<file path="config.mk">
export PLATFORM = sky130hd
export DESIGN_NAME = dpath_align_ctrl
export DESIGN_NICKNAME = d
export VERILOG_FILES = /design/src/rtl/dpa_pkg.sv /design/src/rtl/dpa_sync.sv /design/src/rtl/dpa_rise.sv /design/src/rtl/dpa_shift_chain.sv /design/src/rtl/dpa_ctrl_hold.sv /design/src/rtl/dpath_align_ctrl.sv
export SDC_FILE = /design/constraint.sdc
export NUM_CORES = 1
export LEC_CHECK = 0
export BUFFER_PORTS_ARGS = -buffer_cell sky130_fd_sc_hd__clkbuf_2
export CORE_ASPECT_RATIO = 1.5
export CORE_MARGIN = 5
export CORE_UTILIZATION = 27
export CTS_CLUSTER_SIZE = 14
export DETAILED_ROUTE_END_ITERATION = 8
export GPL_ROUTABILITY_DRIVEN = 1
export SETUP_SLACK_MARGIN = 0.02
export SYNTH_ARGS = -nofsm -noshare
export SYNTH_HDL_FRONTEND = slang
export SYNTH_SLANG_ARGS = --single-unit
</file>
<file path="constraint.sdc">
create_clock -name clk -period 1.3 [get_ports clk]
set_input_delay 0.26 -clock clk [delete_from_list [all_inputs] [get_ports clk]]
set_output_delay 0.26 -clock clk [all_outputs]
set_load 0.03 [all_outputs]
</file>
<file path="src/rtl/dpa_pkg.sv">
package dpa_pkg;

    localparam int unsigned ATT_W   = 5;
    localparam int unsigned PH_W    = 3;
    localparam int unsigned FIELD_W = ATT_W + PH_W;

    // One RF path: attenuation in the upper bits, phase in the lower bits.
    typedef struct packed {
        logic [ATT_W-1:0] att;
        logic [PH_W-1:0]  ph;
    } path_cfg_t;

    // Full control field: carrier byte first (older), peaking byte last.
    typedef struct packed {
        path_cfg_t carrier;
        path_cfg_t peak;
    } ctrl_word_t;

    localparam int unsigned CTRL_W = $bits(ctrl_word_t);

    function automatic ctrl_word_t preset_word(input logic hi);
        ctrl_word_t w;
        w = hi ? '1 : '0;
        return w;
    endfunction

    function automatic ctrl_word_t zero_word();
        return '0;
    endfunction

endpackage

</file>
<file path="src/rtl/dpa_sync.sv">
module dpa_sync #(
    parameter int unsigned W      = 1,
    parameter int unsigned STAGES = 2
) (
    input  logic         clk,
    input  logic         rst,
    input  logic [W-1:0] async_in,
    output logic [W-1:0] level
);
    logic [W-1:0] stg [STAGES];

    always_ff @(posedge clk) begin
        if (rst) stg[0] <= '0;
        else     stg[0] <= async_in;
    end

    for (genvar s = 1; s < STAGES; s++) begin : g_stage
        always_ff @(posedge clk) begin
            if (rst) stg[s] <= '0;
            else     stg[s] <= stg[s-1];
        end
    end

    assign level = stg[STAGES-1];
endmodule

</file>
<file path="src/rtl/dpa_rise.sv">
module dpa_rise #(
    parameter int unsigned W = 1
) (
    input  logic         clk,
    input  logic         rst,
    input  logic [W-1:0] level,
    output logic [W-1:0] rise
);
    logic [W-1:0] prev;

    always_ff @(posedge clk) begin
        if (rst) prev <= '0;
        else     prev <= level;
    end

    assign rise = level & ~prev;
endmodule

</file>
<file path="src/rtl/dpa_shift_chain.sv">
module dpa_shift_chain #(
    parameter int unsigned LEN    = 32,
    parameter int unsigned HEAD_W = 16
) (
    input  logic              clk,
    input  logic              rst,
    input  logic              step,
    input  logic              din,
    output logic [HEAD_W-1:0] head,
    output logic              tail
);
    logic [LEN-1:0] chain;

    always_ff @(posedge clk) begin
        if (rst)       chain <= '0;
        else if (step) chain <= {chain[LEN-2:0], din};
    end

    assign head = chain[HEAD_W-1:0];
    assign tail = chain[LEN-1];
endmodule

</file>
<file path="src/rtl/dpa_ctrl_hold.sv">
module dpa_ctrl_hold
    import dpa_pkg::*;
(
    input  logic       clk,
    input  logic       rst,
    input  logic       capture,
    input  ctrl_word_t word_in,
    input  logic       strap_hi,
    input  logic       force_zero,
    output ctrl_word_t word_out,
    output logic       have_word
);
    ctrl_word_t held;

    always_ff @(posedge clk) begin
        if (rst) begin
            held      <= zero_word();
            have_word <= 1'b0;
        end else if (capture) begin
            held      <= word_in;
            have_word <= 1'b1;
        end
    end

    always_comb begin
        if (force_zero)     word_out = zero_word();
        else if (have_word) word_out = held;
        else                word_out = preset_word(strap_hi);
    end
endmodule

</file>
<file path="src/rtl/dpath_align_ctrl.sv">
module dpath_align_ctrl
    import dpa_pkg::*;
#(
    parameter int unsigned SR_LEN      = 32,
    parameter int unsigned SYNC_STAGES = 2
) (
    input  logic             clk,
    input  logic             rst,
    input  logic             ser_clk,
    input  logic             ser_data,
    input  logic             load_clk,
    input  logic             ctl_disable,
    input  logic             strap_max,
    output logic             ser_chain_out,
    output logic [ATT_W-1:0] carrier_att,
    output logic [PH_W-1:0]  carrier_phase,
    output logic [ATT_W-1:0] peak_att,
    output logic [PH_W-1:0]  peak_phase
);
    // Synchronized vector layout: {disable, data, load, shift}
    localparam int unsigned N_SYNC = 4;
    localparam int unsigned N_EDGE = 2;

    logic [N_SYNC-1:0] sync_lvl;
    logic [N_EDGE-1:0] edge_rise;
    logic              dis_s;
    logic              data_s;
    logic              shift_go;
    logic              load_go;
    ctrl_word_t        head_word;
    logic [CTRL_W-1:0] head_bits;
    ctrl_word_t        out_word;
    logic              have_word;

    dpa_sync #(.W(N_SYNC), .STAGES(SYNC_STAGES)) u_sync (
        .clk      (clk),
        .rst      (rst),
        .async_in ({ctl_disable, ser_data, load_clk, ser_clk}),
        .level    (sync_lvl)
    );

    dpa_rise #(.W(N_EDGE)) u_rise (
        .clk   (clk),
        .rst   (rst),
        .level (sync_lvl[N_EDGE-1:0]),
        .rise  (edge_rise)
    );

    assign dis_s    = sync_lvl[3];
    assign data_s   = sync_lvl[2];
    assign shift_go = edge_rise[0] & ~dis_s;
    assign load_go  = edge_rise[1] & ~dis_s;

    dpa_shift_chain #(.LEN(SR_LEN), .HEAD_W(CTRL_W)) u_chain (
        .clk  (clk),
        .rst  (rst),
        .step (shift_go),
        .din  (data_s),
        .head (head_bits),
        .tail (ser_chain_out)
    );

    assign head_word = ctrl_word_t'(head_bits);

    dpa_ctrl_hold u_hold (
        .clk        (clk),
        .rst        (rst),
        .capture    (load_go),
        .word_in    (head_word),
        .strap_hi   (strap_max),
        .force_zero (dis_s),
        .word_out   (out_word),
        .have_word  (have_word)
    );

    assign carrier_att   = out_word.carrier.att;
    assign carrier_phase = out_word.carrier.ph;
    assign peak_att      = out_word.peak.att;
    assign peak_phase    = out_word.peak.ph;
endmodule

</file>
==> flow_summary_export.csv <==
group,metric,value,unit
run_status,run_status,"finished with violations",
run_status,violations_in_the_final_reports,"setup timing",
route,drt_iter0_drc,77,
route,routed_via_density,4.213,
die,initial_utilization,0.2747,
timing,timing.max_slew.rel_slack,0.8526,
timing,skew,5.668,ps
place,dpl.hpwl,2553,µm
route,drt_first_pass_iters,4,
synth,mean_cell_area_of_the_mapped_netlist,10.46,µm²
route,drtAntennaViolNets,0,
die,num_io_pins,24,
final_layout,net_total_in_the_final_layout,256,
timing,slew_at_the_pin_closest_to_its_max_slew_limit,220.8,ps
timing,hold_viol_final,0,
setup_path,worst_ep_arrival_time,1290,ps
final_layout,layout-drive-gt1-share,0.2756,
setup_path,cp_max_fo,16,
die,die_footprint,10550,µm²
synth,yosys_cell_types,14,
setup_path,crit_path_cell_trace,"nand2b_4 -> buf_12 -> a21oi_2 -> clkbuf_8",
clock_tree,clk-insertion-delay-late,310,ps
timing,postLayoutSetupSlackWorst,-251.0,ps
route,post_detailed_route_drc_marker_count,0,
power,power_density,1511,nW/µm²
clock_tree,hold_buf_cts,0,
die,fp.dieH,123.3,µm
route,detailroute.via_count,1521,
global_routing,global_route.usage.total,0.08331,
die,fp-row-count,41,
power,p_leak,0.001269,µW
place,place.gp.congestion,0.6770,
global_routing,first_global_vias,1509,
setup_path,critPathTopFamily,"flip-flops",
run,max_cap_violations,0,
setup_path,worstPathBufferInverterCount,2,
die,coreArea,8413,µm²
clock_tree,clock_sink_count,59,
timing,rsz0062_at_grt,"yes",
clock_tree,tritoncts_clock_tree,"built",
synth,mappedNetlistArea,2311,µm²
global_routing,grt_start_max_net_pins,61,
die,dieWidth,85.54,µm
place,io_buffers,23,
final_layout,flow.area_growth_from_synthesis,42.18,%
timing,share_of_the_clock_period_used_by_the_worst_path,1.193,
power,vdd_ir_drop_max,0.0006837,V
worst_hold_path,hold_path.class,"in2reg",
clock_tree,cts_root_buf,"clkbuf_16",
setup_path,worst_ep_required_time,1040,ps
setup_path,slowest_delay,340,ps
route,route.final.wire_length,3992,µm
synth,synth_fp_nets,228,
global_routing,global_route_wire_length_before_repair,6879,µm
clock_tree,clock_edge_transition_at_the_registers_on_the_reported_setup_and_hold_paths,50,ps
setup_path,crit_path_top_delay_cell,"dfxtp_2",
setup_path,endpoint_kind,"output port",
synth,flip_flop_and_latch_count_after_synthesis,59,
final_layout,fin_util,0.3905,
timing,achievable-frequency,0.6447,GHz
synth,ys_seq_area_frac,0.5111,
global_routing,antenna_found_initial,0,
clock_tree,cts-buffers-inserted,9,
timing,post-route-min-period,1551,ps
place,pre_cts_ws,-22.30,ps
synth,synthesis.yosys.warnings,0,
route,detail_route.wl_per_cell,11.06,µm
global_routing,gr-total-overflow,0,
timing,finalSetupViolCount,16,
clock_tree,clock_path_buffers,2,
timing,final-max-slew-violation-count,0,
clock_tree,ctsHtreeMaxLevel,3,
synth,syn_inst,221,
final_layout,antennaDiodeCount,0,
setup_path,timing.setup.critical_path_class,"reg2out",
setup_path,worst_setup_path_start_kind,"register",
-- sequential cells by signal, summed over array words and instances, names as in the netlist --
register	flops
u_chain.chain	32
u_hold.have_word	1
u_hold.held	16
u_rise.prev	2
u_sync.stg	8
-- power breakdown --
part           switching [µW]  total, µW  internal (µW)
sequential               9.42       1840           1830
combinational             229        463            233
clock                     752       2670           1910
total                     990       4970           3970
-- layout make-up --
| class | instances | area [µm²] |
|---|---|---|
| clock buffer | 11 | 242.7 |
| fill | 839 | 5127 |
| tap | 107 | 133.9 |
| clock inverter | 5 | 100.1 |
| inverter | 1 | 3.754 |
| sequential | 59 | 1184 |
| timing repair buffer | 34 | 411.6 |
| multi-input combinational | 144 | 1210 |
-- per-layer routing --
| layer | GRT usage | wire (µm) | part of all wire | up-vias |
|---|---|---|---|---|
| met5 | 0 | 0 | 0 | - |
| met3 | 0.02000 | 129 | 0.032 | 8 |
| met1 | 0.09687 | 1848 | 0.46 | 706 |
| li1 | - | - | - | 784 |
| met2 | 0.1362 | 1957 | 0.49 | 23 |
| met4 | 0.05347 | 56 | 0.014 | 0 |
-- layout by cell type (no fill, tap or decap) --
cell type / count
a21oi_1: 1
clkbuf_16: 9
nor3b_4: 1
a21oi_4: 14
dfxtp_1: 57
mux2i_1: 48
or3b_2: 1
dfxtp_2: 2
buf_12: 4
or3b_1: 1
inv_1: 1
nand2_1: 16
buf_6: 3
buf_8: 10
clkbuf_8: 7
nand2b_1: 49
bufinv_16: 3
buf_4: 4
a21oi_2: 2
nand2b_4: 1
nor2b_1: 10
clkbuf_2: 7
clkbuf_1: 1
clkinv_2: 2
-- repair_timing --
action,4_1_cts,5_1_grt
gates cloned,1,0
setup endpoints to repair,16,25
pin swaps,0,2
gates resized for setup,35,18
buffers inserted,1,0
-- cell families (layout without fill, tap and decap cells) --
logic type / count (synthesis) / count (layout) / synth area share
AO/OA/AOI/OAI: 17 / 17 / 0.03682
buffers and inverters: 18 / 51 / 0.04494
flip-flops: 59 / 59 / 0.5111
multiplexers: 48 / 48 / 0.2079
AND/OR/NAND/NOR: 79 / 79 / 0.1992
-- per-stage QoR --
| step | instances | hold slack (ps) | area (µm²) | total power (µW) | TNS, ps |
|---|---|---|---|---|---|
| after CTS | 361 | 146.0 | 3228 | 5001 | -4148 |
| after global routing | 361 | 169.6 | 3286 | 5142 | -4458 |
| after floorplan | 221 | 388.2 | 2492 | 2162 | -828.4 |
| after detailed placement | 343 | 423.1 | 2713 | 2231 | -84.00 |
| final | 361 | 154.4 | 3286 | 4965 | -3682 |
| after global placement | 343 | 419.4 | 2713 | 2229 | -4.011 |
-- path summary, 6_finish.rpt --
kind	slack, ps	from	cells past startpoint	endpoint
setup / recovery	-250	u_hold.have_word$_SDFFE_PP0P_	4	peak_phase[2]
hold / removal	150	ctl_disable	2	u_sync.stg[0][3]$_SDFF_PP0_
setup reg to reg	90	u_sync.stg[1][3]$_SDFF_PP0_	3	u_hold.held[1]$_SDFFE_PP0P_
hold reg to reg	430	u_sync.stg[0][2]$_SDFF_PP0_	1	u_sync.stg[1][2]$_SDFF_PP0_
-- synthesized netlist by cell type --
cell      count  area (µm²)
nand2_1      16       60.06
or3b_2        1       8.760
inv_1         1       3.750
buf_2         4       20.02
dfxtp_1      59        1181
a21oi_1      17       85.08
clkbuf_1     10       37.54
nand2b_1     50       312.8
nor2b_1      10       62.56
mux2i_1      48       480.5
or3b_1        1       8.760
buf_6         2       22.52
buf_12        1       20.02
nor3b_1       1       7.510
Note: power is estimated with default switching activity, not from simulation.
